`config.mk`:
```
export PLATFORM = sky130hd
export DESIGN_NAME = sixstep_dt_mgr
export DESIGN_NICKNAME = d
export VERILOG_FILES = /design/src/rtl/sixstep_pkg.sv /design/src/rtl/sixstep_dt_timer.sv /design/src/rtl/sixstep_pair_steer.sv /design/src/rtl/sixstep_dt_mgr.sv
export SDC_FILE = /design/constraint.sdc
export NUM_CORES = 1
export LEC_CHECK = 0
export BUFFER_PORTS_ARGS = -buffer_cell sky130_fd_sc_hd__buf_2
export CAP_MARGIN = 5
export CORE_UTILIZATION = 35
export CTS_BUF_LIST = sky130_fd_sc_hd__clkbuf_2 sky130_fd_sc_hd__clkbuf_4 sky130_fd_sc_hd__clkbuf_8
export DETAILED_ROUTE_END_ITERATION = 6
export GPL_ROUTABILITY_DRIVEN = 0
export PLACE_DENSITY = 0.62
export SYNTH_ARGS = -nofsm -noshare
export SYNTH_HDL_FRONTEND = slang
export SYNTH_HIERARCHICAL = 1
export SYNTH_SLANG_ARGS = --single-unit
```
`constraint.sdc`:
```
create_clock -name clk -period 2.2 [get_ports clk]
set_input_delay 0.11 -clock clk [delete_from_list [all_inputs] [get_ports clk]]
set_output_delay 0.11 -clock clk [all_outputs]
set_load 0.01 [all_outputs]
```
`src/rtl/sixstep_pkg.sv`:
```
package sixstep_pkg;
  typedef enum logic [1:0] {
    PM_STATIC = 2'd0,
    PM_DEAD   = 2'd1,
    PM_FAULT  = 2'd2
  } pair_mode_e;

  function automatic pair_mode_e classify(input logic pwm_a, input logic pwm_b,
                                          input logic dt_en);
    if (pwm_a && pwm_b)           return PM_FAULT;
    else if (dt_en && (pwm_a ^ pwm_b)) return PM_DEAD;
    else                          return PM_STATIC;
  endfunction
endpackage

```
`src/rtl/sixstep_dt_timer.sv`:
```
module sixstep_dt_timer #(
  parameter int DT_W = 8
) (
  input  logic            clk,
  input  logic            rst_n,
  input  logic            src_i,
  input  logic [DT_W-1:0] dt_i,
  output logic            lvl_o,
  output logic            hi_on_o,
  output logic            lo_on_o
);
  localparam logic [DT_W-1:0] CNT_MAX = {DT_W{1'b1}};

  logic            src_q;
  logic [DT_W-1:0] cnt_q;

  function automatic logic [DT_W-1:0] sat_inc(input logic [DT_W-1:0] v);
    return (v == CNT_MAX) ? v : v + 1'b1;
  endfunction

  function automatic logic elapsed(input logic [DT_W-1:0] c, input logic [DT_W-1:0] d);
    return c >= d;
  endfunction

  always_ff @(posedge clk or negedge rst_n) begin
    if (!rst_n) begin
      src_q <= 1'b0;
      cnt_q <= CNT_MAX;
    end else if (src_i != src_q) begin
      src_q <= src_i;
      cnt_q <= '0;
    end else begin
      cnt_q <= sat_inc(cnt_q);
    end
  end

  assign lvl_o   = src_q;
  assign hi_on_o = src_q  & elapsed(cnt_q, dt_i);
  assign lo_on_o = ~src_q & elapsed(cnt_q, dt_i);
endmodule

```
`src/rtl/sixstep_pair_steer.sv`:
```
module sixstep_pair_steer
  import sixstep_pkg::*;
(
  input  logic       en_a_i,
  input  logic       pwm_a_i,
  input  logic       en_b_i,
  input  logic       pwm_b_i,
  input  logic       dt_en_i,
  input  logic       lvl_i,
  input  logic       hi_on_i,
  input  logic       lo_on_i,
  output pair_mode_e mode_o,
  output logic [1:0] act_o
);
  logic a_pwm, b_pwm, a_hold, b_hold;

  assign a_pwm  = en_a_i & pwm_a_i;
  assign b_pwm  = en_b_i & pwm_b_i;
  assign a_hold = en_a_i & ~pwm_a_i;
  assign b_hold = en_b_i & ~pwm_b_i;
  assign mode_o = classify(a_pwm, b_pwm, dt_en_i);

  always_comb begin
    act_o = 2'b00;
    unique case (mode_o)
      PM_FAULT: act_o = 2'b00;
      PM_DEAD:  act_o = a_pwm ? {lo_on_i, hi_on_i} : {hi_on_i, lo_on_i};
      default: begin
        act_o[0] = a_hold | (a_pwm & lvl_i);
        act_o[1] = b_hold | (b_pwm & lvl_i);
      end
    endcase
  end
endmodule

```
`src/rtl/sixstep_dt_mgr.sv`:
```
module sixstep_dt_mgr
  import sixstep_pkg::*;
#(
  parameter int NUM_PAIRS = 3,
  parameter int DT_W      = 8
) (
  input  logic                   clk,
  input  logic                   rst_n,
  input  logic                   cmp_pwm_i,
  input  logic                   win_pwm_i,
  input  logic                   win_sel_i,
  input  logic                   dt_en_i,
  input  logic [DT_W-1:0]        dt_cycles_i,
  input  logic [2*NUM_PAIRS-1:0] ch_en_i,
  input  logic [2*NUM_PAIRS-1:0] ch_pwm_i,
  input  logic                   out_en_i,
  input  logic [2*NUM_PAIRS-1:0] pol_i,
  output logic [2*NUM_PAIRS-1:0] gate_o
);
  localparam int NCH = 2 * NUM_PAIRS;

  logic                 src_sel;
  logic [NCH-1:0]       pre_act;
  logic [NUM_PAIRS-1:0] pair_fault;
  logic [NUM_PAIRS-1:0] pair_dead;

  function automatic logic [NCH-1:0] drive_level(input logic en, input logic [NCH-1:0] act,
                                                 input logic [NCH-1:0] pol);
    return en ? (act ^ pol) : pol;
  endfunction

  assign src_sel = win_sel_i ? win_pwm_i : cmp_pwm_i;

  for (genvar p = 0; p < NUM_PAIRS; p++) begin : g_pair
    logic       lvl, hi_on, lo_on;
    pair_mode_e mode;

    sixstep_dt_timer #(.DT_W(DT_W)) timer_i (
      .clk    (clk),
      .rst_n  (rst_n),
      .src_i  (src_sel),
      .dt_i   (dt_cycles_i),
      .lvl_o  (lvl),
      .hi_on_o(hi_on),
      .lo_on_o(lo_on)
    );

    sixstep_pair_steer steer_i (
      .en_a_i (ch_en_i[2*p]),
      .pwm_a_i(ch_pwm_i[2*p]),
      .en_b_i (ch_en_i[2*p+1]),
      .pwm_b_i(ch_pwm_i[2*p+1]),
      .dt_en_i(dt_en_i),
      .lvl_i  (lvl),
      .hi_on_i(hi_on),
      .lo_on_i(lo_on),
      .mode_o (mode),
      .act_o  (pre_act[2*p+1:2*p])
    );

    assign pair_fault[p] = (mode == PM_FAULT);
    assign pair_dead[p]  = (mode == PM_DEAD);
  end

  always_ff @(posedge clk or negedge rst_n) begin
    if (!rst_n) gate_o <= '0;
    else        gate_o <= drive_level(out_en_i, pre_act, pol_i);
  end
endmodule

```
Word-level counts from Yosys, hierarchy flattened
Cells that the tools add are included.
{"block": "word_totals", "output_inout_bits": 6, "reg_bits": 33, "elab_cells": 97}
{"block": "classes", "n_reduce_logical": 6, "n_eq_ne": 15, "n_lt_le_gt_ge": 3, "bitwise": 43, "add_sub_neg": 3, "n_mux": 20}
{"op": "8-bit two-way mux", "count": 6}
{"op": "8-bit by 1-bit adder with 8-bit output, second input constant", "count": 3}
{"op": "1-bit bitwise AND", "count": 24}
{"op": "8-bit equality test, second input constant", "count": 3}
{"op": "8-bit greater-or-equal comparator", "count": 3}
{"op": "2-bit two-way mux", "count": 6}
{"op": "2-bit one-hot mux with 2 select lines", "count": 3}
{"op": "1-bit inverter", "count": 9}
{"op": "2-bit by 1-bit equality test with 1-bit output, second input constant", "count": 3}
{"op": "2-bit equality test, second input constant", "count": 3}
{"op": "1-bit logical AND", "count": 6}
{"op": "6-bit two-way mux", "count": 1}
{"op": "2-bit by 1-bit != test with 1-bit output, second input constant", "count": 3}
{"op": "1-bit OR", "count": 6}
{"op": "6-bit bitwise XOR", "count": 1}
{"op": "1-bit two-way mux", "count": 4}
{"op": "1-bit != test", "count": 3}
{"op": "1-bit bitwise XOR", "count": 3}

Depth between registers and ports, before layout
Gate-level depths: netlist of run 1.
{"block": "logic_depth", "depth_word": 9, "depth_mapped": 10, "depth_no_buf": 10}

Cells and area by module
The synthesis of run 1 kept the hierarchy.
{"module": "sixstep_dt_timer", "area_each_um2": 704.4, "cells_each": 78, "n_inst": 3}
{"module": "sixstep_pair_steer", "area_each_um2": 93.8, "cells_each": 16, "n_inst": 3}
{"module": "sixstep_dt_mgr", "area_each_um2": 236.5, "cells_each": 19, "n_inst": 1}

Least setup slack after synthesis of run 1
OpenSTA, ideal clock, no wires.
{"block": "synth_timing", "kind": "reg-to-reg", "start": "register g_pair[0].timer_i.cnt_q[0]", "end": "register gate_o[0]", "period_less_slack_ns": 2.170, "path_stages_with_launch": 11, "arrival_ns": 2.090, "n_path_buf": 0, "path_slack_ns": 0.030, "setup_time_ns": 0.080, "path_cell_list": "dfstp_2 -> inv_1 -> ha_1 -> nand2b_1 -> a2111oi_2 -> o32ai_1 -> and3_1 -> a211oi_1 -> a211oi_1 -> nand2_1 -> xnor2_1"}
{"block": "synth_between", "elab_chain_cells": 6}
{"item": "start: declaration", "line": "sixstep_dt_timer.sv:15", "source": "logic [DT_W-1:0] cnt_q;"}
{"item": "start signal: assignment", "line": "sixstep_dt_timer.sv:33", "source": "cnt_q <= sat_inc(cnt_q);"}
{"item": "8-bit greater-or-equal comparator", "line": "sixstep_dt_timer.sv:22", "source": "return c >= d;"}
{"item": "1-bit bitwise AND", "line": "sixstep_dt_timer.sv:38", "source": "assign hi_on_o = src_q & elapsed(cnt_q, dt_i);"}
{"item": "via g_pair[0].hi_on", "line": "sixstep_dt_mgr.sv:35", "source": "logic lvl, hi_on, lo_on;"}
{"item": "2-bit two-way mux", "line": "sixstep_pair_steer.sv:27", "source": "PM_DEAD: act_o = a_pwm ? {lo_on_i, hi_on_i} : {hi_on_i, lo_on_i};"}
{"item": "2-bit one-hot mux with 2 select lines", "line": "sixstep_pair_steer.sv:25", "source": "unique case (mode_o)"}
{"item": "via pre_act[0]", "line": "sixstep_dt_mgr.sv:23", "source": "logic [NCH-1:0] pre_act;"}
{"item": "6-bit bitwise XOR", "line": "sixstep_dt_mgr.sv:29", "source": "return en ? (act ^ pol) : pol;"}
{"item": "6-bit two-way mux", "line": "sixstep_dt_mgr.sv:29"}
{"item": "end signal: assignment", "line": "sixstep_dt_mgr.sv:67", "source": "else gate_o <= drive_level(out_en_i, pre_act, pol_i);"}
{"item": "end: declaration", "line": "sixstep_dt_mgr.sv:18", "source": "output logic [2*NUM_PAIRS-1:0] gate_o"}
The timed path passes the listed nets, and every way through them passes these cells.
A chain may end at the register's enable or synchronous reset.

Worst setup path after layout of run 1
{"block": "layout_timing", "start": "register g_pair[1].timer_i.cnt_q[0]", "end": "register gate_o[3]"}
{"block": "layout_between", "elab_chain_cells": 6}
{"item": "start: declaration", "line": "sixstep_dt_timer.sv:15"}
{"item": "start signal: assignment", "line": "sixstep_dt_timer.sv:33"}
{"item": "8-bit greater-or-equal comparator", "line": "sixstep_dt_timer.sv:22"}
{"item": "1-bit bitwise AND", "line": "sixstep_dt_timer.sv:39", "source": "assign lo_on_o = ~src_q & elapsed(cnt_q, dt_i);"}
{"item": "via g_pair[1].lo_on", "line": "sixstep_dt_mgr.sv:35"}
{"item": "2-bit two-way mux", "line": "sixstep_pair_steer.sv:27"}
{"item": "2-bit one-hot mux with 2 select lines", "line": "sixstep_pair_steer.sv:25"}
{"item": "via pre_act[3]", "line": "sixstep_dt_mgr.sv:23"}
{"item": "6-bit bitwise XOR", "line": "sixstep_dt_mgr.sv:29"}
{"item": "6-bit two-way mux", "line": "sixstep_dt_mgr.sv:29"}
The timed path passes the listed nets, and every way through them passes these cells.

==> impl_results.md, run 1 <==
* CP max FO at 2
* Share of cells above drive strength 1 at 0.362
* Number of maximum-capacitance constraint violations at 0
* Initial Utilization at 0.361
* Met1 track demand over resource in global routing at 0.231
* Fill cell total of the finished layout at 685
* # setup viols final at 3
* Clock tree from TritonCTS: built
* Cell area after placement at 0.00307 mm2
* Clock buffers created by TritonCTS at 5
* Chip Width at 88.5 um
* Total detailed-routing wirelength at 6.59 mm
* Area of the die at 0.00784 mm2
* Chip Height at 88.5 um
* H-tree lvl count at 2
* DP HPWL at 4.88 mm
* Critical path launch point: g_pair[1].timer_i/cnt_q[0]$_DFFE_PN1P_
* Max Freq at 447 MHz
* Area of all placed cells without fillers at 0.00344 mm2
* Number of standard cells in the final layout excluding fillers at 464
* Number of placed instances with taps included at 450
* Power density normalized to cell area at 560 mW/mm2
* Final global-route overflow total at 0
* Register-to-Register Path Depth at 10
* Final period util at 1.02
* Count of routing violations after the opening detailed-route iteration at 153
* Max Slew Vio Count at 0
* TritonCTS sink count at 33
* DRC errors left at 2
* Hold violation total from the final report at 0
* Later-pin clock latency in the skew report at 290 ps
* Data arrival time of the worst path at 2450 ps
* Drt via density at 5.26
* Minimum clock period after layout at 2240 ps
* CP startpoint kind: flop
* Setup slack of the most critical reg-to-reg path at -40 ps
* Result of the run: finished with violations
* Top Usage Layer GRT: met2
* CP cell instances: inv_2, ha_4, nand2b_4, a2111oi_4, o32ai_2, and3_1, a211oi_2, a211oi_2, nand2_1, xnor2_1
* Last element of the critical path: gate_o[3]$_DFF_PN0_
* Syn. warnings at 6
* Crit-path most repeated cell: sky130_fd_sc_hd__a211oi_2
* Setup WS post-layout at -37.5 ps
* Nets at 427
* Clock tree skew after final layout at 8.50 ps
* Total Routing Usage GR at 0.181
* Cell with the biggest individual delay on the critical path: sky130_fd_sc_hd__dfstp_2
* Avg Inst Size Synth at 8.79 um2
* Critical Setup Path Class: flop to flop
* CTS clk-pin slew, worst paths at 80 ps
* Final total power at 1.93 mW
* Met2 Track Usage GR at 0.320
* Leakage at 1.56 nW
* Nature of the critical path endpoint: flop
* Unrepaired setup endpoints after global routing: yes
* Initial DRT Pass Iterations at 7
* Rel. slew slack at 0.474
* Post-Syn Nets at 361
* Area overhead of the layout relative to synthesis at 31.2%
* Area inside the core boundary at 0.00725 mm2
* First-pass GRT wire length at 11.1 mm
* Per-cell routed wire length at 14.2 um
* Count of inserted antenna diode cells at 0
* Root buf cell: sky130_fd_sc_hd__clkbuf_8
* Post-DRT Antenna Nets at 0
* Maximum cell stage delay along the critical path at 540 ps
* Sum of negative setup slack at -65.5 ps
* Buffers from clock root to sink, at most at 2
* Total via count after detailed routing at 2442
* Critical R2R Capture: gate_o[3]$_DFF_PN0_
* Data required, critical path at 2410 ps
* Global-route track usage on met3 at 0.0317
* Worst Tran Pin Value at 789 ps
* Area of the mapped netlist at 0.00262 mm2
* Standard-cell row count at 31
* Highest ir drop seen on vdd at 0.000343 V
* Maximum number of pins on one net before global-route repair at 34
* Launching point of the worst reg2reg path: g_pair[1].timer_i/cnt_q[0]$_DFFE_PN1P_
* Synthesized instance count at 298
* Path type of the worst min-delay path: input port to flop
* Number of global-route vias before repair at 2424
* Number of antenna violations at the first check in global routing at 0
* Violations in the final reports: DRC, setup timing
* # port buffers at 38
* Number of top-level pins at 39
[flip-flops by register name, indices dropped and copies added (netlist names)]
register,cells
g_pair.timer_i/cnt_q,24
g_pair.timer_i/lvl_o,3
gate_o,6
[placed cells by master, fill, tap and decap left out, types with 11 or more instances in the layout]
cell type,instances
sky130_fd_sc_hd__a211oi_2,11
sky130_fd_sc_hd__a21oi_1,18
sky130_fd_sc_hd__a31oi_1,12
sky130_fd_sc_hd__and3_1,12
sky130_fd_sc_hd__buf_2,38
sky130_fd_sc_hd__buf_4,26
sky130_fd_sc_hd__dfstp_2,24
sky130_fd_sc_hd__ha_1,27
sky130_fd_sc_hd__inv_1,36
sky130_fd_sc_hd__nand2_1,24
sky130_fd_sc_hd__nor3_1,12
sky130_fd_sc_hd__o21ai_0,12
[power by group]
group / leakage (nW) / switching (mW) / total (mW) / internal (mW)
Clock: 0.0543 / 0.252 / 0.591 / 0.339
Sequential: 0.353 / 0.0629 / 0.760 / 0.697
Combinational: 1.16 / 0.290 / 0.576 / 0.286
[final cells by class]
cell class	instances	area (um2)	share of cell area
multi-input combinational	217	1770	0.515
sequential	33	856	0.249
timing repair buffer	68	425	0.124
inverter	39	146	0.0426
tap	99	124	0.0360
clock buffer	5	68.8	0.0200
clock inverter	3	46.3	0.0135
[how the worst min path moves through the flow]
| stage | start | endpoint | cells after the start |
|---|---|---|---|
| 4_1_cts | pol_i[4] | gate_o[4]$_DFF_PN0_ | 2 |
| 3_3_place_gp | rst_n | g_pair[2].timer_i/lvl_o$_DFFE_PN0N_ | 1 |
| 2_1_floorplan | rst_n | g_pair[0].timer_i/lvl_o$_DFFE_PN0N_ | 0 |
| 6_report | pol_i[1] | gate_o[1]$_DFF_PN0_ | 2 |
| 3_5_place_dp | rst_n | g_pair[2].timer_i/lvl_o$_DFFE_PN0N_ | 1 |
| 5_1_grt | pol_i[1] | gate_o[1]$_DFF_PN0_ | 2 |
[worst max-delay path: cells and delay by family, from the launching register on]
kind	cells	cell delay, ps
AO/OA/AOI/OAI	4	860
XOR/XNOR	1	110
adder cells (fa/ha/maj)	1	200
buffers and inverters	1	50
flip-flops	1	540
AND/OR/NAND/NOR	3	400
[routing by layer]
layer,vias up,routed length [um]
li1,1220,-
met1,1170,2910
met2,46,3460
met3,6,161
met4,0,57
met5,-,0
[timing repair]
action	4_1_cts	5_1_grt
resized for setup	19	12
endpoints found under the hold margin	12	0
pin swaps	12	27
hold buffers	4	0
endpoints found under the setup margin	6	6
setup buffers	1	1
[through the flow]
step	setup slack, ps	utilization	hold WS, ps
final	-37.5	0.474	4.35
after detailed placement	-92.2	0.423	246
after global placement	-79.9	0.423	234
after CTS	-9.34	0.463	8.87
after global routing	-144	0.474	9.05
after floorplan	31.0	-	-186
Note: power is estimated with default switching activity, not from simulation.
==> run 2: changes to the inputs <==
--- a/config.mk
+++ b/config.mk
@@ -12,6 +12,7 @@
 export DETAILED_ROUTE_END_ITERATION = 6
 export GPL_ROUTABILITY_DRIVEN = 0
 export PLACE_DENSITY = 0.62
+export SKIP_CTS_REPAIR_TIMING = 1
 export SYNTH_ARGS = -nofsm -noshare
 export SYNTH_HDL_FRONTEND = slang
 export SYNTH_HIERARCHICAL = 1
==> run 2 against run 1 <==
Against the previous run: the run ends with DRC, hold timing, setup timing left; sequential power barely moved; power up 1.4%; sequential cell count is the same; fmax rose by 0.14%; critical endpoint is now gate_o[1]$_DFF_PN0_; highest routed layer unchanged.
==> impl_results.md, run 2 (same netlist as run 1, synthesis figures left out) <==
* Result of the run: finished with violations (unchanged)
* Violations in the final reports: DRC, hold timing, setup timing (was DRC, setup timing)
* Launching point of the worst reg2reg path: g_pair[0].timer_i/cnt_q[0]$_DFFE_PN1P_ (was g_pair[1].timer_i/cnt_q[0]$_DFFE_PN1P_)
* Number of maximum-capacitance constraint violations at 0 (unchanged)
* Initial Utilization at 0.361 (unchanged)
* Total detailed-routing wirelength at 6.97 mm (was 6.59 mm)
* Critical path buffer and inverter count at 1 (unchanged)
* Final total power at 1.95 mW (was 1.93 mW)
* Hold Path Cell Cnt at 2 (unchanged)
* CTS clk-pin slew, worst paths at 80 ps (about the same)
* First-pass GRT wire length at 10.8 mm (was 11.1 mm)
* Final-layout worst hold slack at -9.32 ps (was 4.35 ps)
* Setup slack of the most critical reg-to-reg path at -30 ps (was -40 ps)
* CP delay by family, top: compound AO/OA/AOI/OAI gates (unchanged)
* Hold violation total from the final report at 3 (was 0)
* Later-pin clock latency in the skew report at 290 ps (about the same)
* Most common cell after layout, fill and taps aside: sky130_fd_sc_hd__buf_2 (unchanged)
* Share of cells above drive strength 1 at 0.384 (was 0.362)
* Drt via density at 5.33 (was 5.26)
* Chip Height at 88.5 um (unchanged)
* Register-to-Register Path Depth at 10 (unchanged)
* Nature of the critical path endpoint: flop (unchanged)
* Maximum number of pins on one net before global-route repair at 34 (unchanged)
* Buffers from clock root to sink, at most at 2 (unchanged)
* Data required, critical path at 2410 ps (about the same)
* Hold path start: pol_i[5] (was pol_i[1])
* Rel. slew slack at 0.471 (was 0.474)
* Nets at 424 (was 427)
* Maximum cell stage delay along the critical path at 550 ps (was 540 ps)
* Register with the most flip-flops: g_pair.timer_i/cnt_q (unchanged)
* Unrepaired setup endpoints after global routing: yes (unchanged)
* Top library cells by usage in the layout, fill and taps aside: sky130_fd_sc_hd__buf_2, sky130_fd_sc_hd__inv_1, sky130_fd_sc_hd__buf_4 (was sky130_fd_sc_hd__buf_2, sky130_fd_sc_hd__inv_1, sky130_fd_sc_hd__ha_1)
* CP startpoint kind: flop (unchanged)
* Area of the die at 0.00784 mm2 (unchanged)
* Standard-cell row count at 31 (unchanged)
* Chip Width at 88.5 um (unchanged)
* DP HPWL at 4.88 mm (unchanged)
* Count of inserted antenna diode cells at 0 (unchanged)
* Count of routing violations after the opening detailed-route iteration at 135 (was 153)
* CP cell instances: inv_2, ha_4, nand2b_4, a2111oi_4, o32ai_2, and3_1, a211oi_2, a211oi_2, nand2_1, xnor2_1 (unchanged)
* Highest ir drop seen on vdd at 0.000337 V (was 0.000343 V)
* Minimum clock period after layout at 2230 ps (was 2240 ps)
* Number of placed instances with taps included at 450 (unchanged)
* Number of antenna violations at the first check in global routing at 0 (unchanged)
* DRC errors left at 2 (unchanged)
* Max Freq at 448 MHz (was 447 MHz)
* Per-cell routed wire length at 15.1 um (was 14.2 um)
* Clock tree skew after final layout at 8.61 ps (was 8.50 ps)
* Data arrival time of the worst path at 2450 ps (about the same)
* Leakage at 1.54 nW (was 1.56 nW)
* Setup WS post-layout at -34.4 ps (was -37.5 ps)
* Clock buffers created by TritonCTS at 5 (unchanged)
* Critical R2R Capture: gate_o[1]$_DFF_PN0_ (was gate_o[3]$_DFF_PN0_)
* Max Slew Vio Count at 0 (unchanged)
* Critical Setup Path Class: flop to flop (unchanged)
* Area of all placed cells without fillers at 0.00352 mm2 (was 0.00344 mm2)
* H-tree lvl count at 2 (unchanged)
* Number of flip-flops under the largest register name at 24 (unchanged)
* # setup viols final at 1 (was 3)
* Number of global-route vias before repair at 2350 (was 2424)
* # port buffers at 38 (unchanged)
* Cell with the biggest individual delay on the critical path: sky130_fd_sc_hd__dfstp_2 (unchanged)
* Number of top-level pins at 39 (unchanged)
* End point of the worst hold path: gate_o[5]$_DFF_PN0_ (was gate_o[1]$_DFF_PN0_)
* Post-DRT Antenna Nets at 0 (unchanged)
* CP max FO at 2 (unchanged)
* Worst Tran Pin Value at 793 ps (was 789 ps)
* Final global-route overflow total at 0 (unchanged)
* Worst-case setup slack after placement at -92.2 ps (unchanged)
* Number of standard cells in the final layout excluding fillers at 461 (was 464)
* Crit-path most repeated cell: sky130_fd_sc_hd__a211oi_2 (unchanged)
* Initial DRT Pass Iterations at 6 (was 7)
* Cell area after placement at 0.00307 mm2 (unchanged)
* Final period util at 1.02 (about the same)
* Clock tree from TritonCTS: built (unchanged)
* Power density normalized to cell area at 555 mW/mm2 (was 560 mW/mm2)
* Area inside the core boundary at 0.00725 mm2 (unchanged)
* Total Routing Usage GR at 0.176 (was 0.181)
* Path type of the worst min-delay path: input port to flop (unchanged)
* Root buf cell: sky130_fd_sc_hd__clkbuf_8 (unchanged)
* Area overhead of the layout relative to synthesis at 34.3% (was 31.2%)
* Total via count after detailed routing at 2458 (was 2442)
* TritonCTS sink count at 33 (unchanged)
-- run 2: cell types whose count changed in the layout (fill, tap and decap cells not counted), sizes merged --
cell / change
buf: -1
dlygate4sd3: -2
-- run 2: area by class of cell --
cell class,count,area (um2)
clock buffer,5,68.8
timing repair buffer,65,398
fill,671,3730
clock inverter,3,46.3
inverter,39,146
multi-input combinational,217,1880
tap,99,124
sequential,33,856
-- run 2: metal layers --
layer / track usage / share of wire
met2: 0.312 / 0.52
met5: 0 / 0
met1: 0.226 / 0.43
met4: 0.0308 / 0.016
met3: 0.0308 / 0.030
-- run 2: worst max path at each step --
stage,start,endpoint,depth (start not counted)
finish,g_pair[0].timer_i/cnt_q[0]$_DFFE_PN1P_,gate_o[1]$_DFF_PN0_,10
global route,g_pair[0].timer_i/cnt_q[2]$_DFFE_PN1P_,gate_o[1]$_DFF_PN0_,9
CTS,g_pair[1].timer_i/cnt_q[0]$_DFFE_PN1P_,gate_o[3]$_DFF_PN0_,10
detailed placement,g_pair[0].timer_i/cnt_q[0]$_DFFE_PN1P_,gate_o[1]$_DFF_PN0_,10
global placement,g_pair[0].timer_i/cnt_q[0]$_DFFE_PN1P_,gate_o[1]$_DFF_PN0_,10
floorplan,g_pair[0].timer_i/cnt_q[0]$_DFFE_PN1P_,gate_o[0]$_DFF_PN0_,10
-- run 2: where the power goes --
group / switching [mW] / internal, mW / total [mW]
combinational: 0.308 / 0.289 / 0.597
clock: 0.258 / 0.339 / 0.597
sequential: 0.0619 / 0.696 / 0.758
-- run 2: stage by stage --
stage	hold slack, ps	utilization	TNS, ps
global route	8.68	0.485	-538
CTS	-73.5	0.439	-687
floorplan	-186	-	0
finish	-9.32	0.485	-34.4
detailed placement	246	0.423	-405
global placement	234	0.423	-264
-- run 2: worst reg2reg max path, cell delays in order (launching register included) --
cell and delay (ps):
sky130_fd_sc_hd__dfstp_2 550, sky130_fd_sc_hd__inv_2 50, sky130_fd_sc_hd__ha_4 220, sky130_fd_sc_hd__nand2b_4 140
sky130_fd_sc_hd__a2111oi_4 360, sky130_fd_sc_hd__o32ai_2 150, sky130_fd_sc_hd__and3_1 190, sky130_fd_sc_hd__a211oi_2 230
sky130_fd_sc_hd__a211oi_2 60, sky130_fd_sc_hd__nand2_1 80, sky130_fd_sc_hd__xnor2_1 110
